==> config.mk <==
export PLATFORM = sky130hd
export DESIGN_NAME = xmii_tx_frontend
export DESIGN_NICKNAME = d
export VERILOG_FILES = /design/src/rtl/xtx_pkg.sv /design/src/rtl/xtx_lfsr.sv /design/src/rtl/xtx_backoff.sv /design/src/rtl/xtx_led_stretch.sv /design/src/rtl/xmii_tx_frontend.sv
export SDC_FILE = /design/constraint.sdc
export NUM_CORES = 1
export LEC_CHECK = 0
export BUFFER_PORTS_ARGS = -buffer_cell sky130_fd_sc_hd__buf_4
export CORE_ASPECT_RATIO = 1.4
export CORE_UTILIZATION = 62
export DETAILED_ROUTE_END_ITERATION = 16
export GPL_ROUTABILITY_DRIVEN = 0
export HOLD_SLACK_MARGIN = 0.12
export PLACE_DENSITY_LB_ADDON = 0.25
export SYNTH_ARGS = -nofsm -noshare
export SYNTH_HDL_FRONTEND = slang
export SYNTH_HIERARCHICAL = 1
export SYNTH_SLANG_ARGS = --single-unit
==> constraint.sdc <==
create_clock -name clk -period 5 [get_ports clk]
set_clock_uncertainty 0.2 [all_clocks]
set_input_delay 0.75 -clock clk [delete_from_list [all_inputs] [get_ports clk]]
set_output_delay 0.75 -clock clk [all_outputs]
set_load 0.005 [all_outputs]
==> src/rtl/xtx_pkg.sv <==
package xtx_pkg;

    typedef enum logic [2:0] {
        ST_IDLE,
        ST_LEAD,
        ST_TRAIL,
        ST_DRAIN,
        ST_HOLDOFF
    } xtx_state_e;

endpackage

==> src/rtl/xtx_lfsr.sv <==
module xtx_lfsr #(
    parameter int          W     = 16,
    parameter logic [15:0] TAPS  = 16'hB400,
    parameter logic [15:0] SEED  = 16'hACE1
) (
    input  logic         clk,
    input  logic         rst_n,
    output logic [W-1:0] value
);

    logic [W-1:0] lfsr_q;

    // Galois form, advances every cycle
    always_ff @(posedge clk or negedge rst_n) begin
        if (!rst_n) begin
            lfsr_q <= SEED[W-1:0];
        end else begin
            lfsr_q <= {1'b0, lfsr_q[W-1:1]} ^ (lfsr_q[0] ? TAPS[W-1:0] : '0);
        end
    end

    assign value = lfsr_q;

    a_r7_lfsr_alive: assert property (@(posedge clk) disable iff (!rst_n)
        lfsr_q != '0);

endmodule

==> src/rtl/xtx_backoff.sv <==
module xtx_backoff #(
    parameter int SLOT_CYCLES = 512,
    parameter int SLOTS_W     = 10
) (
    input  logic               clk,
    input  logic               rst_n,
    input  logic               load,
    input  logic [SLOTS_W-1:0] load_slots,
    input  logic               run,
    output logic               done
);

    localparam int            CW       = (SLOT_CYCLES > 1) ? $clog2(SLOT_CYCLES) : 1;
    localparam logic [CW-1:0] CYC_LAST = CW'(SLOT_CYCLES - 1);

    logic [SLOTS_W-1:0] slots_q;
    logic [CW-1:0]      cyc_q;

    always_ff @(posedge clk or negedge rst_n) begin
        if (!rst_n) begin
            slots_q <= '0;
            cyc_q   <= '0;
        end else if (load) begin
            slots_q <= load_slots;
            cyc_q   <= CYC_LAST;
        end else if (run && (slots_q != '0)) begin
            if (cyc_q == '0) begin
                slots_q <= slots_q - 1'b1;
                cyc_q   <= CYC_LAST;
            end else begin
                cyc_q <= cyc_q - 1'b1;
            end
        end
    end

    assign done = (slots_q == '0);

    // once expired, the wait stays expired until a new draw
    a_r7_wait_settles: assert property (@(posedge clk) disable iff (!rst_n)
        (done && !load) |=> done);

endmodule

==> src/rtl/xtx_led_stretch.sv <==
module xtx_led_stretch #(
    parameter int HOLD = 6_250_000
) (
    input  logic clk,
    input  logic rst_n,
    input  logic activity,
    output logic led
);

    localparam int            CW   = $clog2(HOLD + 1);
    localparam logic [CW-1:0] FULL = CW'(HOLD);

    logic [CW-1:0] cnt_q;

    always_ff @(posedge clk or negedge rst_n) begin
        if (!rst_n) begin
            cnt_q <= '0;
        end else if (activity) begin
            cnt_q <= FULL;
        end else if (cnt_q != '0) begin
            cnt_q <= cnt_q - 1'b1;
        end
    end

    assign led = (cnt_q != '0);

    a_r9_led_lights: assert property (@(posedge clk) disable iff (!rst_n)
        activity |=> led);

endmodule

==> src/rtl/xmii_tx_frontend.sv <==
module xmii_tx_frontend
    import xtx_pkg::*;
#(
    parameter int SLOT_CYCLES  = 512,
    parameter int MAX_ATTEMPTS = 16,
    parameter int BACKOFF_CAP  = 10,
    parameter int LED_HOLD     = 6_250_000
) (
    input  logic       clk,
    input  logic       rst_n,
    input  logic       gmii_mode,
    input  logic       half_duplex,
    input  logic       in_valid,
    input  logic [7:0] in_data,
    input  logic       in_err,
    input  logic       in_last,
    output logic       in_ready,
    input  logic       col,
    input  logic       crs,
    output logic [7:0] phy_txd,
    output logic       phy_txen,
    output logic       phy_txer,
    output logic       tx_abandon,
    output logic       led_act
);

    localparam int LFSR_W  = 16;
    localparam int ATT_W   = $clog2(MAX_ATTEMPTS + 1);
    localparam int SLOTS_W = BACKOFF_CAP;

    xtx_state_e state_q, state_d;

    logic [3:0]         upper_q;
    logic               last_q;
    logic               err_q;
    logic               drop_q;
    logic [ATT_W-1:0]   coll_q;
    logic [ATT_W-1:0]   coll_next;
    logic               accept;
    logic               on_wire;
    logic               col_hit;
    logic               give_up;
    logic               skip_drain;
    logic               load_beat;
    logic               show_upper;
    logic               close_frame;
    logic               beat_err;
    logic [LFSR_W-1:0]  rnd;
    logic [SLOTS_W-1:0] range_mask;
    logic [SLOTS_W-1:0] draw;
    logic               bo_done;

    // ---------------- handshake ----------------
    always_comb begin
        unique case (state_q)
            ST_IDLE:    in_ready = 1'b1;
            ST_LEAD:    in_ready = gmii_mode && !last_q;
            ST_TRAIL:   in_ready = !last_q;
            ST_DRAIN:   in_ready = 1'b1;
            ST_HOLDOFF: in_ready = 1'b0;
            default:    in_ready = 1'b0;
        endcase
    end

    assign accept     = in_valid && in_ready;
    assign on_wire    = (state_q == ST_LEAD) || (state_q == ST_TRAIL);
    assign col_hit    = half_duplex && col && on_wire;
    assign coll_next  = coll_q + 1'b1;
    assign give_up    = col_hit && (coll_next == ATT_W'(MAX_ATTEMPTS));
    assign skip_drain = last_q || (accept && in_last);

    assign load_beat   = accept && !col_hit &&
                         ((state_q == ST_IDLE) || on_wire);
    assign show_upper  = !col_hit && (state_q == ST_LEAD) && !gmii_mode;
    assign close_frame = !col_hit && on_wire && !load_beat && !show_upper;
    assign beat_err    = ((state_q == ST_IDLE) ? 1'b0 : err_q) | in_err;

    // ---------------- next state ----------------
    always_comb begin
        state_d = state_q;
        unique case (state_q)
            ST_IDLE: begin
                if (accept) state_d = ST_LEAD;
            end
            ST_LEAD, ST_TRAIL: begin
                if (col_hit) begin
                    if (!skip_drain)  state_d = ST_DRAIN;
                    else if (give_up) state_d = ST_IDLE;
                    else              state_d = ST_HOLDOFF;
                end else if (show_upper) begin
                    state_d = ST_TRAIL;
                end else if (load_beat) begin
                    state_d = ST_LEAD;
                end else begin
                    state_d = ST_IDLE;
                end
            end
            ST_DRAIN: begin
                if (accept && in_last) state_d = drop_q ? ST_IDLE : ST_HOLDOFF;
            end
            ST_HOLDOFF: begin
                if (bo_done) state_d = ST_IDLE;
            end
            default: state_d = ST_IDLE;
        endcase
    end

    // ---------------- state register ----------------
    always_ff @(posedge clk or negedge rst_n) begin
        if (!rst_n) state_q <= ST_IDLE;
        else        state_q <= state_d;
    end

    // ---------------- registered outputs and frame context ----------------
    always_ff @(posedge clk or negedge rst_n) begin
        if (!rst_n) begin
            phy_txd    <= '0;
            phy_txen   <= 1'b0;
            phy_txer   <= 1'b0;
            tx_abandon <= 1'b0;
            upper_q    <= '0;
            last_q     <= 1'b0;
            err_q      <= 1'b0;
            drop_q     <= 1'b0;
            coll_q     <= '0;
        end else begin
            tx_abandon <= 1'b0;
            if (col_hit) begin
                phy_txd    <= '0;
                phy_txen   <= 1'b0;
                phy_txer   <= 1'b0;
                err_q      <= 1'b0;
                last_q     <= 1'b0;
                drop_q     <= give_up;
                tx_abandon <= give_up;
                coll_q     <= give_up ? '0 : coll_next;
            end else if (load_beat) begin
                phy_txd  <= gmii_mode ? in_data : {4'h0, in_data[3:0]};
                phy_txen <= 1'b1;
                phy_txer <= beat_err;
                err_q    <= beat_err;
                upper_q  <= in_data[7:4];
                last_q   <= in_last;
            end else if (show_upper) begin
                phy_txd  <= {4'h0, upper_q};
                phy_txer <= err_q;
            end else if (close_frame) begin
                phy_txd  <= '0;
                phy_txen <= 1'b0;
                phy_txer <= 1'b0;
                err_q    <= 1'b0;
                last_q   <= 1'b0;
                if (last_q) coll_q <= '0;
            end
        end
    end

    // ---------------- backoff draw ----------------
    always_comb begin
        for (int i = 0; i < SLOTS_W; i++) begin
            range_mask[i] = (i < ((int'(coll_next) > BACKOFF_CAP) ? BACKOFF_CAP
                                                                  : int'(coll_next)));
        end
    end

    assign draw = rnd[SLOTS_W-1:0] & range_mask;

    xtx_lfsr #(
        .W (LFSR_W)
    ) u_lfsr (
        .clk   (clk),
        .rst_n (rst_n),
        .value (rnd)
    );

    xtx_backoff #(
        .SLOT_CYCLES (SLOT_CYCLES),
        .SLOTS_W     (SLOTS_W)
    ) u_backoff (
        .clk        (clk),
        .rst_n      (rst_n),
        .load       (col_hit && !give_up),
        .load_slots (draw),
        .run        (state_q == ST_HOLDOFF),
        .done       (bo_done)
    );

    xtx_led_stretch #(
        .HOLD (LED_HOLD)
    ) u_led (
        .clk      (clk),
        .rst_n    (rst_n),
        .activity (crs || phy_txen),
        .led      (led_act)
    );

    // ---------------- assertions ----------------
    a_r4_err_sticky: assert property (@(posedge clk) disable iff (!rst_n)
        (phy_txen && phy_txer) |=> (!phy_txen || phy_txer));

    a_r4_err_gated: assert property (@(posedge clk) disable iff (!rst_n)
        phy_txer |-> phy_txen);

    a_r5_col_cuts: assert property (@(posedge clk) disable iff (!rst_n)
        (half_duplex && col && phy_txen) |=> !phy_txen);

    a_r2_upper_clear: assert property (@(posedge clk) disable iff (!rst_n)
        (phy_txen && !$past(gmii_mode)) |-> (phy_txd[7:4] == 4'h0));

    a_r8_abandon_single: assert property (@(posedge clk) disable iff (!rst_n)
        tx_abandon |=> !tx_abandon);

    a_r6_fd_no_abandon: assert property (@(posedge clk) disable iff (!rst_n)
        tx_abandon |-> $past(half_duplex));

endmodule

==> key figures <==
Global routing
  • Total gr overflow: 0
  • Vias in the first global route: 3,399
  • First-pass GRT wire length: 15.6 mm
  • Largest net degree at the start of global routing: 85
  • GR Util All Layers: 0.269
  • Antenna violations before repair: 0

Clock network
  • Cts bufs inserted: 9
  • # H-tree levels: 3
  • Setup Buffers After CTS: 0
  • Worst-case clock buffer depth: 2
  • Clk Latency, worst-skew pair: 360 ps
  • Hold_buf cts: 0
  • Post-CTS sizing: 0
  • Clock sinks: 84
  • CTS tree: built
  • Clk pin slew, worst setup/hold paths: about 80 ps
  • Clock root buffer: clkbuf_8

Final layout
  • Core Util, Final: 0.705
  • Area growth syn-to-layout: 9.42%
  • Layout cell share with drive strength beyond 1: 0.180
  • # nets final: 496
  • Post-route cell area: 4960 sq um
  • Antenna cells: 0
  • Most frequent cells in the layout: 76 x dfrtp_1, 44 x nor2_1, 30 x buf_4
  • Commonest non-fill, non-tap cell in the layout: dfrtp_1

Worst setup path
  • Startpoint types: flop
  • CP Launch Point: state_q[1]
  • WP data required: 5050 ps
  • WS Path Type: reg -> reg
  • Crit Reg-Reg Startpoint: state_q[1]
  • CP Data Arrival Time: 3370 ps
  • Crit Path Max Fanout: 28
  • Worst setup EP type: flop

Detailed routing
  • Final wirelength: 9.44 mm
  • Via count: 3,626
  • Initial DRC Count: roughly 340
  • Post-DRT Antenna Nets: 0
  • DRT Pass-1 Iters: 5
  • DR vias/cell: 6.32
  • DRC errors left: 0
  • WL/cell: 16.4 microns

Synth
  • Largest area contributor in the netlist: dfrtp_1
  • Syn Area/Cell: 9.98 sq um
  • Register area share after synthesis: 0.466
  • Asr flop ratio synth: 1.00
  • Synthesis-stage register bit count: 84
  • Top cells by area, synth: dfrtp_1 42%, dfstp_2 4.6%, nor2_1 3.6%
  • Syn Nets: 476
  • EDFF count, synth: 0
  • Synth warn: 6
  • Post-synthesis cell area: 4530 sq um
  • Yosys top cell area share: 0.420
  • Post-Synthesis Cells: 454
  • Synth cell types: 67
  • Primary FF master, synth: dfrtp_1

Place
  • Number of port buffers: 29
  • Hpwl dp: 6.48 mm
  • Placed instance area: 4750 sq um

Timing
  • Relative slew slack: 0.296
  • Final Critical Period: 3320 ps
  • Setup TNS: 0 ps
  • Hold slack final: 167 ps
  • Max Slew Vio Count: 0
  • Fmax: 301 MHz
  • RSZ-0062 raised after global routing: no
  • Tightest Pin Transition: 1060 ps
  • Tcrit/Tclk final: 0.664
  • Final setup vio count: 0
  • Hold Vio Cnt, Final: 0

Power
  • Cell Pwr Density: approximately 450 nW/um^2
  • Worst vdd ir: 0.000334 V
  • P_leak: 2.00 nW
  • Total power: 0.00223 W

Floorplan
  • IO Count: 30
  • Rows: 36
  • Die ar.: roughly 7700 sq um
  • Initial Utilization: 0.645
  • Core area: 7030 sq um
  • Die W: between 70 and 80 microns
  • Vert. Die Dim: 103 microns

Min path
  • Worst Hold Launch: u_lfsr/value[12]
  • Hold Path Class: reg -> reg

Flow run
  • Max Cap Viol: 0

Outcome
  • Run status: completed
[area by class of cell]
cell class / count / area (sq um)
clock buffers: 11 / 151
inverters: 21 / 78.8
fillers: 561 / 2070
flip-flops and latches: 84 / 2110
multi-input cells: 328 / 2210
well taps: 95 / 119
repair buffers: 30 / 225
clock inverters: 5 / 60.1
[registers in the layout, summed over array words and instances, names as in the netlist, 3 cells and up]
signal and flops:
u_led/cnt_q 23, u_lfsr/value 16, u_backoff/slots_q 10, u_backoff/cyc_q 9
phy_txd 8, coll_q 5, upper_q 4, state_q 3
[cells in the mapped netlist (4+ instances only)]
master,instances
or4_1,16
o21ai_0,20
and2_1,4
nor3_1,6
nand2_1,28
o31ai_1,13
mux2_2,9
nand3_1,15
nor4_1,4
buf_2,7
a211o_1,4
mux2i_1,6
xor2_1,6
a222oi_1,4
nand2b_1,7
buf_6,5
nor2b_1,16
dfrtp_1,76
or4_4,4
clkbuf_1,8
a31oi_1,10
a21boi_0,5
a22o_1,6
a21oi_1,14
o21a_1,4
and3_1,6
ha_1,5
nor2_1,44
nor3b_1,5
a211oi_1,7
dfstp_2,8
inv_1,20
or3_1,7
[cell families (layout without fill, tap and decap cells)]
family,after synthesis,count (layout),share of synthesized area
adder cells (fa/ha/maj),5,5,0.0138
flip-flops,84,84,0.466
XOR/XNOR,7,7,0.0135
AO/OA/AOI/OAI,117,117,0.191
AND/OR/NAND/NOR,182,182,0.229
buffers and inverters,42,67,0.0458
multiplexers,17,17,0.0406
[critical path, cell delays in order, from the launching register on]
cell	delay, ps
dfrtp_1	530
nand2b_4	230
a211o_1	450
a31oi_4	390
clkinv_1	680
a211oi_1	460
and4_1	230
a21oi_1	40
[per-stage QoR]
stage | instances | worst slack, ps
finish | 574 | 1680
global route | 574 | 1390
CTS | 574 | 1710
detailed placement | 558 | 1580
global placement | 558 | 1650
floorplan | 454 | 2450
[routing by layer]
metal,global-route usage,part of all wire,routed length (microns)
met2,0.414,0.50,4710
met5,0,0,0
met4,0.139,0.028,264
met3,0.0538,0.044,412
met1,0.361,0.43,4050
[report_power, final]
part	switching [W]	leakage (nW)	total (W)	internal, W
sequential	0.000175	0.991	0.000996	0.000822
clock	0.000247	0.106	0.000506	0.000259
combinational	0.000403	0.899	0.000730	0.000327
[worst paths after layout]
kind	to	slack, ps	cells past startpoint
min	u_lfsr/value[11]	170	0
max	u_backoff/cyc_q[7]	1680	7
min in group asynchronous	u_led/cnt_q[18]	360	1
max reg2reg	u_backoff/cyc_q[7]	1680	7
min reg2reg	u_lfsr/value[11]	170	0
max in group asynchronous	u_led/cnt_q[9]	3550	1
No activity file was read; power rests on OpenSTA's default activity.
